[src/rtl/rxq_pkg.sv]
package rxq_pkg;
  localparam int unsigned BYTE_W = 8;

  // Frame bits: start + data + optional parity + stop
  function automatic logic [3:0] frame_bits(input logic [1:0] dsel,
                                            input logic       par,
                                            input logic       two_stop);
    logic [3:0] dbits;
    case (dsel)
      2'd1:    dbits = 4'd7;
      2'd2:    dbits = 4'd6;
      default: dbits = 4'd8;
    endcase
    return 4'd1 + dbits + {3'd0, par} + (two_stop ? 4'd2 : 4'd1);
  endfunction
endpackage

[src/rtl/rxq_chartime.sv]
module rxq_chartime #(
  parameter int PERIOD_W = 12,
  localparam int CHAR_W  = PERIOD_W + 4
) (
  input  logic [PERIOD_W-1:0] bit_period,
  input  logic [1:0]          data_sel,
  input  logic                parity_en,
  input  logic                two_stop,
  output logic [CHAR_W-1:0]   char_cycles
);
  logic [3:0] nbits;

  always_comb begin
    nbits       = rxq_pkg::frame_bits(data_sel, parity_en, two_stop);
    char_cycles = CHAR_W'(bit_period) * CHAR_W'(nbits);
  end
endmodule

[src/rtl/rxq_timer.sv]
module rxq_timer #(
  parameter int CNT_W = 18
) (
  input  logic             clk,
  input  logic             rst_n,
  input  logic             restart,
  input  logic [CNT_W-1:0] load_val,
  input  logic             fire_en,
  output logic             fire
);
  logic [CNT_W-1:0] cnt_q, cnt_d;
  logic             fire_d;

  always_comb begin
    cnt_d  = cnt_q;
    fire_d = 1'b0;
    if (restart) begin
      cnt_d = load_val;
    end else if (cnt_q != '0) begin
      cnt_d  = cnt_q - 1'b1;
      fire_d = (cnt_q == CNT_W'(1)) && fire_en;
    end
  end

  always_ff @(posedge clk or negedge rst_n) begin
    if (!rst_n) begin
      cnt_q <= '0;
      fire  <= 1'b0;
    end else begin
      cnt_q <= cnt_d;
      fire  <= fire_d;
    end
  end

  assert_restart_quiet_R8: assert property (@(posedge clk) disable iff (!rst_n)
    restart |=> !fire);
  assert_fire_once_R8: assert property (@(posedge clk) disable iff (!rst_n)
    fire |=> !fire);
endmodule

[src/rtl/rxq_store.sv]
module rxq_store #(
  parameter int DEPTH  = 64,
  parameter int DATA_W = 8,
  localparam int AW    = $clog2(DEPTH),
  localparam int CW    = AW + 1
) (
  input  logic              clk,
  input  logic              rst_n,
  input  logic              clear,
  input  logic              push_ok,
  input  logic              pop_ok,
  input  logic [DATA_W-1:0] push_data,
  output logic [DATA_W-1:0] pop_data,
  output logic [CW-1:0]     level,
  output logic              empty,
  output logic              full,
  output logic              accept,
  output logic              drop
);
  logic [DATA_W-1:0] mem [DEPTH];
  logic [AW-1:0]     wr_q, wr_d, rd_q, rd_d;
  logic [CW-1:0]     lvl_d;
  logic [DATA_W-1:0] pop_d;
  logic              take;

  assign empty = (level == '0);
  assign full  = (level == CW'(DEPTH));

  always_comb begin
    accept = push_ok && !full && !clear;
    drop   = push_ok && full && !clear;
    take   = pop_ok && !empty && !clear;
    wr_d   = wr_q;
    rd_d   = rd_q;
    lvl_d  = level;
    pop_d  = pop_data;
    if (clear) begin
      wr_d  = '0;
      rd_d  = '0;
      lvl_d = '0;
    end else begin
      if (accept) wr_d = (wr_q == AW'(DEPTH - 1)) ? '0 : wr_q + 1'b1;
      if (take)   rd_d = (rd_q == AW'(DEPTH - 1)) ? '0 : rd_q + 1'b1;
      case ({accept, take})
        2'b10:   lvl_d = level + 1'b1;
        2'b01:   lvl_d = level - 1'b1;
        default: lvl_d = level;
      endcase
      if (pop_ok) pop_d = take ? mem[rd_q] : '0;
    end
  end

  always_ff @(posedge clk) begin
    if (accept) mem[wr_q] <= push_data;
  end

  always_ff @(posedge clk or negedge rst_n) begin
    if (!rst_n) begin
      wr_q     <= '0;
      rd_q     <= '0;
      level    <= '0;
      pop_data <= '0;
    end else begin
      wr_q     <= wr_d;
      rd_q     <= rd_d;
      level    <= lvl_d;
      pop_data <= pop_d;
    end
  end

  assert_no_overflow_R3: assert property (@(posedge clk) disable iff (!rst_n)
    level <= CW'(DEPTH));
  assert_empty_pop_zero_R5: assert property (@(posedge clk) disable iff (!rst_n)
    (pop_ok && empty && !clear) |=> (pop_data == '0) && (level <= CW'(1)));
  assert_drop_keeps_level_R4: assert property (@(posedge clk) disable iff (!rst_n)
    (drop && !pop_ok) |=> (level == CW'(DEPTH)));
  assert_pushpop_level_R7: assert property (@(posedge clk) disable iff (!rst_n)
    (push_ok && pop_ok && !empty && !full && !clear) |=> $stable(level));
endmodule

[src/rtl/rx_trig_fifo.sv]
module rx_trig_fifo #(
  parameter int DEPTH      = 64,
  parameter int PERIOD_W   = 12,
  parameter int TOUT_W     = 8,
  parameter int TRIG_RESET = 32,
  localparam int DW        = rxq_pkg::BYTE_W,
  localparam int CW        = $clog2(DEPTH) + 1,
  localparam int CHAR_W    = PERIOD_W + 4,
  localparam int TMR_W     = CHAR_W + 2
) (
  input  logic                clk,
  input  logic                rst_n,
  input  logic                rx_enable,
  input  logic                rx_disable,
  input  logic                push_valid,
  input  logic [DW-1:0]       push_data,
  input  logic                pop_req,
  output logic [DW-1:0]       pop_data,
  input  logic                flush_req,
  output logic                flush_pending,
  input  logic                trig_we,
  input  logic [CW-1:0]       trig_wdata,
  input  logic                tout_we,
  input  logic [TOUT_W-1:0]   tout_wdata,
  input  logic [PERIOD_W-1:0] bit_period,
  input  logic [1:0]          data_sel,
  input  logic                parity_en,
  input  logic                two_stop,
  output logic [CW-1:0]       level,
  output logic                empty,
  output logic                full,
  output logic                trig_hit,
  output logic                overrun_pulse,
  output logic                timeout_pulse
);
  logic              path_on;
  logic              accept, drop;
  logic [CW-1:0]     trig_q, trig_d;
  logic [TOUT_W-1:0] tout_q, tout_d;
  logic              pend_d, ovr_d;
  logic [CHAR_W-1:0] char_cycles;
  logic [TMR_W-1:0]  idle_load;

  assign path_on = rx_enable && !rx_disable;

  rxq_store #(.DEPTH(DEPTH), .DATA_W(DW)) u_store (
    .clk       (clk),
    .rst_n     (rst_n),
    .clear     (flush_pending),
    .push_ok   (push_valid && path_on),
    .pop_ok    (pop_req && path_on),
    .push_data (push_data),
    .pop_data  (pop_data),
    .level     (level),
    .empty     (empty),
    .full      (full),
    .accept    (accept),
    .drop      (drop)
  );

  rxq_chartime #(.PERIOD_W(PERIOD_W)) u_char (
    .bit_period  (bit_period),
    .data_sel    (data_sel),
    .parity_en   (parity_en),
    .two_stop    (two_stop),
    .char_cycles (char_cycles)
  );

  assign idle_load = {char_cycles, 2'b00};

  rxq_timer #(.CNT_W(TMR_W)) u_idle (
    .clk      (clk),
    .rst_n    (rst_n),
    .restart  (accept),
    .load_val (idle_load),
    .fire_en  (tout_q != '0),
    .fire     (timeout_pulse)
  );

  always_comb begin
    trig_d = trig_we ? trig_wdata : trig_q;
    tout_d = tout_we ? tout_wdata : tout_q;
    pend_d = flush_req && !flush_pending;
    ovr_d  = drop;
  end

  always_ff @(posedge clk or negedge rst_n) begin
    if (!rst_n) begin
      trig_q        <= CW'(TRIG_RESET);
      tout_q        <= '0;
      flush_pending <= 1'b0;
      overrun_pulse <= 1'b0;
    end else begin
      trig_q        <= trig_d;
      tout_q        <= tout_d;
      flush_pending <= pend_d;
      overrun_pulse <= ovr_d;
    end
  end

  assign trig_hit = (level >= trig_q);

  assert_overrun_after_full_R4: assert property (@(posedge clk) disable iff (!rst_n)
    overrun_pulse |-> $past(full));
  assert_gated_hold_R2: assert property (@(posedge clk) disable iff (!rst_n)
    (!path_on && !flush_pending) |=> $stable(level) && $stable(pop_data));
  assert_flush_empties_R10: assert property (@(posedge clk) disable iff (!rst_n)
    flush_pending |=> (level == '0) && !flush_pending);
  assert_timeout_needs_setting_R8: assert property (@(posedge clk) disable iff (!rst_n)
    timeout_pulse |-> ($past(tout_q) != '0));
  assert_trig_track_R6: assert property (@(posedge clk) disable iff (!rst_n)
    $rose(trig_hit) |-> (level > $past(level)) || (trig_q != $past(trig_q)));
endmodule

[config.mk]
export PLATFORM = sky130hd
export DESIGN_NAME = rx_trig_fifo
export DESIGN_NICKNAME = d
export VERILOG_FILES = /design/src/rtl/rxq_pkg.sv /design/src/rtl/rxq_chartime.sv /design/src/rtl/rxq_timer.sv /design/src/rtl/rxq_store.sv /design/src/rtl/rx_trig_fifo.sv
export SDC_FILE = /design/constraint.sdc
export NUM_CORES = 1
export LEC_CHECK = 0
export BUFFER_PORTS_ARGS = -buffer_cell sky130_fd_sc_hd__buf_4
export CORE_AREA = 2 2 225 227
export DETAILED_ROUTE_END_ITERATION = 16
export DIE_AREA = 0 0 227 229
export HOLD_SLACK_MARGIN = 0.02
export PLACE_DENSITY = 0.66
export SYNTH_ARGS = -nofsm -noshare
export SYNTH_HDL_FRONTEND = slang
export SYNTH_SLANG_ARGS = --single-unit
[constraint.sdc]
create_clock -name clk -period 4.38 [get_ports clk]
set_input_delay 0.438 -clock clk [delete_from_list [all_inputs] [get_ports clk]]
set_output_delay 0.438 -clock clk [all_outputs]
set_load 0.01 [all_outputs]
==> metrics.md <==
| Metric | Value |
|---|---|
| Status | complete, no violations |
| Clk Latency, worst-skew pair | 0.61 ns |
| Final Max Tran Viols | 0 |
| Overall Global Routing Usage | 0.209 |
| Startpoint types | input pin |
| Distinct cells, synth | 53 |
| Max frequency | 0.243 GHz |
| DRC viols | 0 |
| Vias post-DR | 12,900 |
| Most frequent cells in the layout | edfxtp_1, mux4_2, buf_4, nor2_1, nand2_1 |
| Commonest non-fill, non-tap cell in the layout | edfxtp_1 |
| Leakage power | 9.46 nW |
| Final Total Pwr | 12.8 mW |
| IO Port Bufs | 68 |
| Slowest-stage cell, CP | fa_1 |
| Post-route setup slack | 0.272 ns |
| Hold Crit Class | input pin to flip-flop |
| Mean area per synthesized cell | 18.0 µm² |
| Initial antenna violation count | 0 |
| Die width | 227 µm |
| CTS Root Cell | clkbuf_16 |
| CTS tree | done |
| Largest net degree at the start of global routing | 66 |
| Post-synthesis async set-or-reset flop share | 0.110 |
| WP data arrival | 4.59 ns |
| Least-Margin Pin Slew | 1.07 ns |
| Crit-path cells | buf_4, inv_1, ha_2, inv_1, ha_1, inv_1, ha_1, ha_2, nor2_2, xnor2_2, buf_4, and2_1, fa_1, inv_1, fa_1, inv_1, ha_1, a211o_1, o211ai_1, nand3_1, a31oi_1, xor2_1, a21oi_1 |
| Synth warn | 0 |
| Number of flops mapped to enable cells by yosys | 512 |
| Die area | 0.0520 mm² |
| Overflow after GRT | 0 |
| Cell seen most often among critical-path stages | inv_1 |
| Row count | 82 |
| Core box area | 0.0497 mm² |
| Cts bufs inserted | 58 |
| # diodes | 0 |
| Bufs and invs on worst path | 7 |
| DR WL/cell | 23.8 µm |
| Drt pass-1 iters | 5 |
| Req. time, crit path | 4.86 ns |
| DR iter-0 viols | 1,278 |
| Max Cap Violations | 0 |
| Top-Level Pins | 69 |
| Post-layout min period | 4.11 ns |
| Drt total wl | 52,900 µm |
| Crit path kind | input pin to flip-flop |
| Sequential fraction of the synthesis area | 0.690 |
| CP max stage delay | 0.52 ns |
| Clk_skew | 0.0244 ns |
| Final Hold Fails | 0 |
| Vias in the first global route | 13,200 |
| Fillers | 3,807 |
| Mapped cell area | 0.0246 mm² |
| Flops & latches, synth | 575 |
| Chip Height | 229 µm |
| Clock Sinks | 575 |
| Syn Inst Count | 1,364 |
| RSZ-0062 raised after global routing | no |
| Gpl congestion | 0.802 |
| Final Net Count | 1,615 |
| DP HPWL | 32,500 µm |
| Htree depth | 2 |
| Syn Nets | 1,476 |
| DRT antenna net count | 0 |
| Clock transition at path regs | 0.06 ns |
| Critical path endpoint category | flip-flop |
| Power per cell area | 456 mW/mm² |
| Period utilization | 0.938 |
| Delay-heaviest family, CP | adder cells |
| VDD IR max | 303 µV |
| P&R area growth vs syn | 14.3% |
| Relative slew slack | 0.280 |
| Pre-CTS WS | -0.388 ns |
| First-pass GRT wire length | 80,500 µm |
| CTS max path bufs | 3 |
| Core Util, Final | 0.566 |
| Setup violators final | 0 |
| Top FF cell, synth | edfxtp_1 |
| Initial Util | 0.495 |
| Share of cells above drive strength 1 | 0.264 |
| Worst Path Max Fanout | 5 |
| Vias per cell | 5.79 |
==> synthesized netlist by cell type (all sizes together) (2+ instances only) <==
library cell	number	area [µm²]
a211oi	7	52.6
a21o	8	60.1
a21oi	22	110
a221oi	2	17.5
a22o	2	17.5
a22oi	15	113
a31oi	6	37.5
and2	37	231
and3	4	25.0
buf	27	149
clkbuf	34	128
dfrtp	62	1550
edfxtp	512	15400
fa	21	420
ha	43	538
inv	54	203
mux2	17	191
mux2i	3	30.0
mux4	160	3600
nand2	66	248
nand3	11	55.1
nand3b	15	113
nand4	3	18.8
nand4b	3	26.3
nor2	105	394
nor2b	4	25.0
nor3	16	85.1
nor4	7	50.1
o211ai	2	15.0
o21ai	30	150
o21bai	4	30.0
o22ai	2	12.5
o31ai	8	60.1
or2	3	18.8
or3	5	31.3
or3b	3	26.3
or4	4	33.8
xnor2	14	123
xor2	14	123
==> metal layers <==
layer  GRT usage  share of wire
met1       0.302           0.43
met2       0.330           0.48
met3      0.0395          0.069
met4      0.0568          0.021
met5           0              0
==> final timing paths <==
| path | startpoint | end | slack, ns | depth (start not counted) |
|---|---|---|---|---|
| min in group asynchronous | rst_n | tout_q[0]$_DFFE_PN0P_ | 0.49 | 2 |
| min | trig_wdata[2] | trig_q[2]$_DFFE_PN0P_ | 0.05 | 3 |
| max | data_sel[1] | u_idle.cnt_q[17]$_DFFE_PN0P_ | 0.27 | 23 |
| max reg2reg | u_store.level[0]$_DFFE_PN0P_ | u_store.level[6]$_DFFE_PN0P_ | 0.43 | 12 |
| min reg2reg | tout_q[2]$_DFFE_PN0P_ | tout_q[2]$_DFFE_PN0P_ | 0.51 | 1 |
| max in group asynchronous | rst_n | u_store.rd_q[1]$_DFFE_PN0P_ | 3.25 | 2 |
==> worst register-to-register path: stages (launching register included) <==
cell and delay [ns]:
dfrtp_1 0.46, or4_4 0.58, nor3_2 0.38, a21oi_1 0.33, nor4_1 0.41, ha_1 0.34, a21o_1 0.19, a21oi_1 0.23
o21ai_0 0.25, nor4_1 0.25, a31oi_1 0.06, or2_2 0.28, a21oi_1 0.11
==> report_power, final <==
group | internal [mW] | switching (mW) | total [mW]
registers | 6.10 | 0.158 | 6.26
logic | 0.944 | 0.935 | 1.88
clock network | 2.67 | 2.02 | 4.69
total | 9.71 | 3.11 | 12.8
==> flip-flops by register name, indices dropped and copies added, names as in the netlist <==
signal	cells
u_idle.cnt_q	18
u_store.pop_data	8
overrun_pulse	1
u_store.mem	512
u_store.level	7
u_store.rd_q	6
tout_q	8
u_store.wr_q	6
flush_pending	1
trig_q	7
u_idle.fire	1
==> cells by family (layout without fill, tap and decap cells) <==
family	count (synthesis)	in the layout	synth area share
flops	575	575	0.690
simple gates	289	289	0.0571
mux	180	180	0.156
buf+inv	115	301	0.0195
compound gates	113	113	0.0292
fa+ha+maj	64	64	0.0390
xor+xnor	28	28	0.00998
==> area by class of cell <==
type                            instances  area (µm²)  share of cell area
Sequential cell                       575       17000               0.603
Timing Repair Buffer                  140        1110              0.0393
Clock inverter                         31         260             0.00926
Multi-Input combinational cell        674        7220               0.257
Tap cell                              672         841              0.0299
Inverter                               54         203             0.00721
Clock buffer                           76        1520              0.0540
==> metrics by stage <==
| stage | hold slack, ns | std cells | setup TNS (ns) | instance area [µm²] |
|---|---|---|---|---|
| after floorplan | 0.142 | 1364 | 0 | 24600 |
| after global placement | 0.493 | 2112 | -1.77 | 26300 |
| after detailed placement | 0.498 | 2112 | -2.41 | 26300 |
| after CTS | 0.0255 | 2221 | 0 | 28100 |
| after global routing | 0.0488 | 2222 | 0 | 28100 |
| final | 0.0545 | 2222 | 0 | 28100 |
==> what timing repair did <==
item	CTS	global route
setup endpoints to repair	0	5
buffers inserted	0	1
hold buffers	2	0
hold endpoints to repair	63	0
resized for setup	0	8
(Power assumes the default switching activity.)
